**config.mk**
```make
export PLATFORM = sky130hd
export DESIGN_NAME = ones_run_detect
export DESIGN_NICKNAME = d
export VERILOG_FILES = /design/src/rtl/ones_run_detect.sv
export SDC_FILE = /design/constraint.sdc
export NUM_CORES = 1
export LEC_CHECK = 0
export CORE_AREA = 5 5 42 44
export CTS_CLUSTER_DIAMETER = 120
export CTS_CLUSTER_SIZE = 14
export DETAILED_ROUTE_END_ITERATION = 8
export DIE_AREA = 0 0 47 49
export PLACE_DENSITY_LB_ADDON = 0.08
export SLEW_MARGIN = 0
export SYNTH_ARGS = -nofsm -noshare
export SYNTH_HDL_FRONTEND = slang
export SYNTH_SLANG_ARGS = --single-unit
```
**constraint.sdc**
```tcl
create_clock -name clk -period 2.4 [get_ports clk]
set_clock_uncertainty 0.15 [all_clocks]
set_input_delay 0.24 -clock clk [delete_from_list [all_inputs] [get_ports clk]]
set_output_delay 0.24 -clock clk [all_outputs]
set_load 0.005 [all_outputs]
```
**src/rtl/ones_run_detect.sv**
```systemverilog
module ones_run_detect #(
  parameter int RUN_LEN = 4
) (
  input  logic clk,
  input  logic rst,
  input  logic bit_vld,
  input  logic bit_in,
  output logic hit_comb,
  output logic hit_reg
);
  localparam int CW = $clog2(RUN_LEN + 1);
  localparam logic [CW-1:0] FULL = CW'(RUN_LEN);
  localparam logic [CW-1:0] NEAR = CW'(RUN_LEN - 1);

  logic [CW-1:0] st, st_nx;

  always_comb begin
    st_nx = st;
    if (bit_vld) begin
      if (!bit_in)        st_nx = '0;
      else if (st == FULL) st_nx = FULL;
      else                st_nx = st + 1'b1;
    end
  end

  always_ff @(posedge clk) begin
    if (rst) st <= '0;
    else     st <= st_nx;
  end

  assign hit_comb = bit_vld & bit_in & (st >= NEAR);
  assign hit_reg  = (st == FULL);

  assert_zero_clears_R5: assert property (@(posedge clk) disable iff (rst)
    (bit_vld && !bit_in) |=> (!hit_reg && st == '0));

  assert_hold_no_strobe_R2: assert property (@(posedge clk) disable iff (rst)
    !bit_vld |=> $stable(st));

  assert_comb_gated_R2: assert property (@(posedge clk) disable iff (rst)
    !bit_vld |-> !hit_comb);

  assert_reg_follows_comb_R6: assert property (@(posedge clk) disable iff (rst)
    hit_comb |=> hit_reg);

  assert_reset_empty_R1: assert property (@(posedge clk)
    rst |=> !hit_reg);

  assert_overlap_R4: assert property (@(posedge clk) disable iff (rst)
    (hit_reg && bit_vld && bit_in) |-> hit_comb);
endmodule

```
==> reports/metrics.cfg, run 1 <==
[routing]
drc_errors = 0
via_count = 182
wl_um = 475
dr.pass1.iters = 2
ant_nets = 0
avgViaCountPerCell = 3.957
drt_iter0_drc = 2
wl_per_cell_um = 10.33

[yosys]
synth_top_area_share_pct = 29.45
syn_area_um2 = 203.9
synth-edff-count = 0
synth_common_cells = 3 x dfxtp_1, 3 x ha_1, 2 x inv_1
ys_ff_latch = 3
netlist_instances = 21
synth_area_leader_cell = dfxtp_1
syn_nets = 28
synth_ff_type = dfxtp_1
synth.area.top_cells = dfxtp_1 29%, ha_1 18%, o32ai_2 8.0%, a21boi_2 5.5%, nand4bb_1 5.5%
avgSynthCellArea_um2 = 9.712
async_flop_share_pct = 0
seq_area_frac_synth_pct = 29.45
ys_types = 16
synth_warnings = 0

[place]
port_buffers = 5
placed_area_um2 = 274.0
place.gp.congestion = 0.6534

[critical_path]
critPathKind = reg -> out
crit_fanout = 4
cp_common_cell = ha_1
crit_family = buffers and inverters
cpMaxStageDelayCell = clkdlybuf4s50_1
cp_data_arrival_time_ps = 1620
critical_path_buf_inv_count = 1
crit_chain = ha_1 > ha_1 > a211oi_1 > nor2_1 > clkdlybuf4s50_1
cp-end-kind = output pin
critPathLaunchType = flop
slowest_delay_ps = 440
required_ps = 2010

[clocking]
clockBufferDepth = 2
insertion_delay_ps = 230
tritoncts = done
cts_resized = 0
hold_buffers = 0
cts_sinks = 3
htreeDepth = 1
numCtsBuffers = 3
cts.clk_slew.worst_paths_ps = 40
root_buffer = clkbuf_4
cts_setup_buffers = 0

[cells_and_area]
finalNetCount = 38
regMostFlops = st
antenna_cells = 0
area_growth_pct = 47.24
drive_above_1_share_pct = 23.33
post-route-util_pct = 21.43
largest_reg_flops = 3
biggestRegsByFlops = st (3)
fin_area_um2 = 300.3

[global_route]
grt_pass1_wl_um = 752
antenna_found_initial = 0
grt-ovfl-total = 0
grt_usage_pct = 4.641
grt_pass1_vias = 173
grt_max_degree = 7

[timing]
rsz0062_at_grt = no
worst_pin_slew_ps = 249.5
min_period_ps = 2009
setup_viol_count_final = 0
min_period_over_period_pct = 83.71
fmax_mhz = 497.7
final_hold_viol_count = 0
fin_setup_tns_ps = 0
finalMaxSlewViolations = 0
hold_slack_ps = 370.3
timing.slew.headroom_pct = 83.31

[die]
coreArea_mm2 = 0.001401
boundaryPins = 6
die_h_um = 49
row_count = 14
die_area_mm2 = 0.002303
start_util_pct = 14.55
dieWidth_um = 47

[hold_path]
hp-class = reg -> reg

[pwr]
peakVddDrop_v = 0.0003657
p_total_w = 0.0001600
leakage_nw = 0.1055
powerDensity_mw_per_mm2 = 532.9

[job]
drv_cap = 0

[outcome]
outcome = completed

power breakdown:
| part | internal, W | switching [W] | total, W |
|---|---|---|---|
| Sequential | 0.0000516 | 0.00000190 | 0.0000535 |
| Combinational | 0.00000933 | 0.00000784 | 0.0000172 |
| Clock | 0.0000624 | 0.0000270 | 0.0000893 |
placed cells by master (no fill, tap or decap), drive strengths merged:
cell	instances
a211oi	1
a21boi	1
a21oi	1
and2	1
clkbuf	4
clkdlybuf4s50	5
dfxtp	3
ha	3
inv	3
nand2	1
nand2b	1
nand3	1
nand4bb	1
nor2	1
o32ai	2
or2b	1
final cells by class:
class,count,area [um2]
clock buffers,4,26.28
fillers,167,1101
inverters,3,11.26
multi-input cells,15,132.6
flip-flops and latches,3,60.06
well taps,16,20.02
repair buffers,5,50.05
tightest hold or removal path, stage by stage, from the launching register on:
cell      delay, ps
dfxtp_1         330
nand2b_1         80
a21oi_1          50
per-layer routing:
layer | global-route usage, % | up-vias | part of all wire (%)
li1 | - | 93 | -
met1 | 5.252 | 85 | 45
met2 | 6.561 | 4 | 47
met3 | 4.797 | 0 | 7.8
met4 | 0 | 0 | 0
met5 | 0 | - | 0
cells by family after synthesis:
kind of cell               Yosys count  share of synthesized area (%)
adders and majority gates            3                          18.41
DFF                                  3                          29.45
and+or+nand+nor                      7                          22.70
buffers and inverters                3                          5.521
AOI/OAI and AO/OA                    5                          23.93
final timing paths:
check	endpoint	depth (start not counted)	start	slack [ps]
min reg2reg	st[1]	2	st[1]	370
max	hit_comb	5	st[0]	390
max reg2reg	st[2]	3	st[0]	1050
min	st[1]	2	st[1]	370
per-stage QoR:
stage / setup slack, ps / instances
4_1_cts: 363.0 / 46
3_5_place_dp: 509.1 / 42
2_1_floorplan: 1110 / 21
6_report: 390.9 / 46
5_1_grt: 299.7 / 46
3_3_place_gp: 515.0 / 42
Note: power is estimated with default switching activity, not from simulation.
==> inputs of run 2 (changes only) <==
clock period = 1.62 ns   (was 2.4 ns; I/O delays follow)
==> reports/metrics.cfg, run 2 (same netlist as run 1, synthesis figures left out) <==
[outcome]
outcome = completed

[routing]
wl_um = 516
drc_errors = 0
drt_iter0_drc = 2
avgViaCountPerCell = 3.870
ant_nets = 0
via_count = 209
wl_per_cell_um = 9.556
dr.pass1.iters = 2

[global_route]
grt_max_degree = 6
antenna_found_initial = 0
grt-ovfl-total = 0
grt_pass1_vias = 207
grt_usage_pct = 5.771
grt_pass1_wl_um = 876

[place]
dp_slack_ps = -50.11
placed_area_um2 = 334.1
hpwlAfterDp_um = 423
place.gp.congestion = 0.7089
port_buffers = 5

[critical_path]
cp-end-kind = output pin
crit_family = adder cells
reg2reg_to = st[0]
cp_common_cell = ha_2
crit_chain = ha_2 > ha_2 > a211oi_2 > nor2_1 > buf_2
cpMaxStageDelayCell = dfxtp_2
rr_worst_depth = 6
critical_path_buf_inv_count = 1
cp_data_arrival_time_ps = 1240
reg2reg_setup_slack_ps = 300
critPathLaunchType = flop
rr_startpoint = st[0]
critPathKind = reg -> out
slowest_delay_ps = 310
required_ps = 1310
crit_fanout = 2

[cells_and_area]
layout_commonest_cell = buf_4
finalNetCount = 46
biggestRegsByFlops = st (3)
mostFrequentLayoutCells = 7 x buf_4, 3 x clkbuf_4, 3 x clkdlybuf4s50_1
regMostFlops = st
antenna_cells = 0
area_growth_pct = 79.75
fin_area_um2 = 366.6
drive_above_1_share_pct = 57.89
largest_reg_flops = 3

[clocking]
htreeDepth = 1
cts_sinks = 3
root_buffer = clkbuf_4
hold_buffers = 0
clockBufferDepth = 2
cts.clk_slew.worst_paths_ps = 30
numCtsBuffers = 3
insertion_delay_ps = 230
tritoncts = done

[hold_path]
hold_path_end = st[0]
holdPathStages = 3
min-delay-start = st[0]
hp-class = reg -> reg

[timing]
min_period_ps = 1554
setup_viol_count_final = 0
timing.slew.headroom_pct = 84.86
worst_pin_slew_ps = 226.3
min_period_over_period_pct = 95.91
rsz0062_at_grt = no
finalWorstSetupSlack_ps = 66.31
fmax_mhz = 643.6
finalMaxSlewViolations = 0
final_hold_viol_count = 0

[die]
coreArea_mm2 = 0.001401
dieWidth_um = 47
die_area_mm2 = 0.002303
boundaryPins = 6
row_count = 14
die_h_um = 49
start_util_pct = 14.55

[pwr]
leakage_nw = 0.1476
peakVddDrop_v = 0.0004090
powerDensity_mw_per_mm2 = 669.6

[job]
drv_cap = 0

run 2: cell types whose count changed in the layout (fill, tap and decap cells not counted), moves of 2 or more:
cell,change
clkdlybuf4s50_1,-2
dfxtp_2,+2
dfxtp_1,-2
ha_1,-2
buf_4,+7
ha_2,+2
run 2: worst reg2reg max path: stages (launching register included):
cell	delay, ps
dfxtp_2	320
buf_6	100
inv_2	30
ha_1	200
and2_1	170
buf_4	130
o32ai_1	110
run 2: worst max-delay path by stage:
stage | startpoint | endpoint | depth (start not counted)
4_1_cts | st[1] | hit_reg | 5
3_3_place_gp | st[0] | hit_comb | 5
6_report | st[0] | hit_comb | 5
3_5_place_dp | st[0] | hit_comb | 5
2_1_floorplan | st[0] | st[2] | 3
5_1_grt | st[0] | hit_comb | 5
run 2: per-stage QoR:
step	util (%)	TNS (ps)	hold WS [ps]	instances	total power, W
4_1_cts	26.52	0	454.7	54	0.0002529
3_3_place_gp	23.84	-72.45	460.4	50	0.0001163
3_5_place_dp	23.84	-50.11	477.5	50	0.0001169
5_1_grt	26.16	0	475.6	54	0.0002661
6_report	26.16	0	455.5	54	0.0002455
2_1_floorplan	-	0	81.07	21	0.00009109
run 2: metal layers:
metal	track usage (%)	part of all wire, %	vias to the layer above
met3	5.904	7.8	0
met1	5.702	41	97
met4	2.765	0	0
li1	-	-	108
met5	0	0	-
met2	7.692	51	4
run 2: power by group:
part / switching [W] / total [W] / leakage (nW) / internal, W
clock: 0.0000356 / 0.000128 / 0.0150 / 0.0000920
sequential: 0.00000143 / 0.0000784 / 0.0252 / 0.0000770
combinational: 0.0000154 / 0.0000394 / 0.107 / 0.0000241
run 2: layout make-up:
type,count,area (um2)
Clock buffer,4,26.28
Fill cell,167,1035
Inverter,3,11.26
Multi-Input combinational cell,15,142.6
Sequential cell,3,62.56
Tap cell,16,20.02
Timing Repair Buffer,13,103.9
run 2: repair_timing:
| item | CTS | global route |
|---|---|---|
| endpoints found under the hold margin | 0 | 0 |
| pin swaps | 1 | 0 |
| setup buffers | 0 | 0 |
| resized for setup | 12 | 1 |
| setup endpoints to repair | 2 | 1 |
==> inputs of run 3 (changes only) <==
CTS_BUF_LIST = sky130_fd_sc_hd__clkbuf_16   (was default)
==> reports/metrics.cfg, run 3 (same netlist as run 1, synthesis figures left out) <==
[pwr]
clkPwrFrac_pct = 76.2
powerDensity_mw_per_mm2 = 1161
p_comb_share_pct = 8.0
leakage_nw = 0.1755
switchingPower_w = 0.00007744
intPower_w = 0.0004192
peakVddDrop_v = 0.0006168
seq_power_share_pct = 15.9
p_sw_share_pct = 15.59

[cells_and_area]
area_growth_pct = 109.8
instances_no_fill = 54
largest_reg_flops = 3
regMostFlops = st
biggestRegsByFlops = st (3)
drive_above_1_share_pct = 55.26
mostFrequentLayoutCells = 6 x buf_4, 3 x inv_1, 3 x clkbuf_16, 3 x clkdlybuf4s50_1
finalNetCount = 46
antenna_cells = 0
layout_commonest_cell = buf_4

[global_route]
grt_pass1_wl_um = 869
antenna_found_initial = 0
grt_max_degree = 6
grt_pass1_vias = 213
grt_usage_pct = 5.700
grt-ovfl-total = 0

[routing]
avgViaCountPerCell = 3.852
via_count = 208
wl_um = 515
ant_nets = 0
drt_iter0_drc = 5
dr.pass1.iters = 3
wl_per_cell_um = 9.537
drc_errors = 0

[clocking]
root_buffer = clkbuf_16
clockBufferDepth = 2
numCtsBuffers = 3
insertion_delay_ps = 220
hold_buffers = 0
cts.clk_slew.worst_paths_ps = 30
htreeDepth = 1
tritoncts = done
cts_sinks = 3

[critical_path]
critPathLaunchType = flop
cp_data_arrival_time_ps = 1260
critical_path_buf_inv_count = 3
crit_chain = buf_6 > inv_2 > ha_1 > and2_1 > clkdlybuf4s15_1
crit_family = buffers and inverters
cpMaxStageDelayCell = dfxtp_2
cp-end-kind = output pin
critPathKind = reg -> out
required_ps = 1310
slowest_delay_ps = 320
crit_fanout = 3
reg2reg_setup_slack_ps = 300

[die]
coreArea_mm2 = 0.001401
dieWidth_um = 47
die_h_um = 49
row_count = 14
die_area_mm2 = 0.002303
start_util_pct = 14.55
boundaryPins = 6

[timing]
rsz0062_at_grt = no
fmax_mhz = 638.0
finalMaxSlewViolations = 0
min_period_ps = 1567
hold_slack_ps = 450.4
min_period_over_period_pct = 96.76
timing.slew.headroom_pct = 85.71
final_hold_viol_count = 0
worst_pin_slew_ps = 213.7
setup_viol_count_final = 0

[place]
hpwlAfterDp_um = 423
place_inst = 50
place.gp.congestion = 0.7089
port_buffers = 5

[hold_path]
hp-class = reg -> reg

[job]
drv_cap = 0

[outcome]
outcome = completed

run 3: power groups by stage:
stage	Combinational (W)	Sequential [W]	Clock, W
after floorplan	0.0000116	0.0000795	0
after global routing	0.0000428	0.0000788	0.000397
final	0.0000397	0.0000787	0.000378
after detailed placement	0.0000382	0.0000787	0
after global placement	0.0000377	0.0000786	0
after CTS	0.0000400	0.0000788	0.000385
run 3: routing by layer:
layer / vias to the layer above / GRT usage [%] / part of all wire (%)
li1: 109 / - / -
met1: 95 / 5.702 / 40
met2: 4 / 7.466 / 50
met3: 0 / 5.904 / 8.9
met4: 0 / 2.765 / 0
met5: - / 0 / 0
run 3: timing repair:
action                     in CTS  in global routing
resized for setup              13                  0
hold endpoints to repair        0                  0
setup endpoints to repair       2                  0
buffers inserted                0                  0
run 3: stage by stage:
| stage | instance area (um2) | TNS (ps) | setup slack [ps] | utilization (%) | power [W] |
|---|---|---|---|---|---|
| final | 427.9 | 0 | 52.51 | 30.54 | 0.0004966 |
| after CTS | 427.9 | 0 | 39.77 | 30.54 | 0.0005034 |
| after detailed placement | 334.1 | -50.11 | -50.11 | 23.84 | 0.0001169 |
| after global routing | 427.9 | 0 | 8.125 | 30.54 | 0.0005184 |
| after global placement | 334.1 | -72.45 | -72.45 | 23.84 | 0.0001163 |
| after floorplan | 203.9 | 0 | 367.0 | - | 0.00009109 |
run 3: tightest hold or removal path: cells and delay by family (launching register included):
family	cells	cell delay (ps)
DFF	1	310
AOI/OAI and AO/OA	1	70
buffers and inverters	2	170
run 3: worst paths after layout:
| check | startpoint | to | cells past startpoint |
|---|---|---|---|
| hold reg to reg | st[0] | st[0] | 3 |
| hold / removal | st[0] | st[0] | 3 |
| setup reg to reg | st[0] | st[0] | 6 |
| setup / recovery | st[0] | hit_reg | 5 |
run 3: cell type report:
type / instances / area, um2
Inverter: 3 / 11.26
Clock buffer: 3 / 75.07
Tap cell: 16 / 20.02
Timing Repair Buffer: 13 / 112.6
Clock inverter: 1 / 3.754
Multi-Input combinational cell: 15 / 142.6
Fill cell: 162 / 973.4
Sequential cell: 3 / 62.56
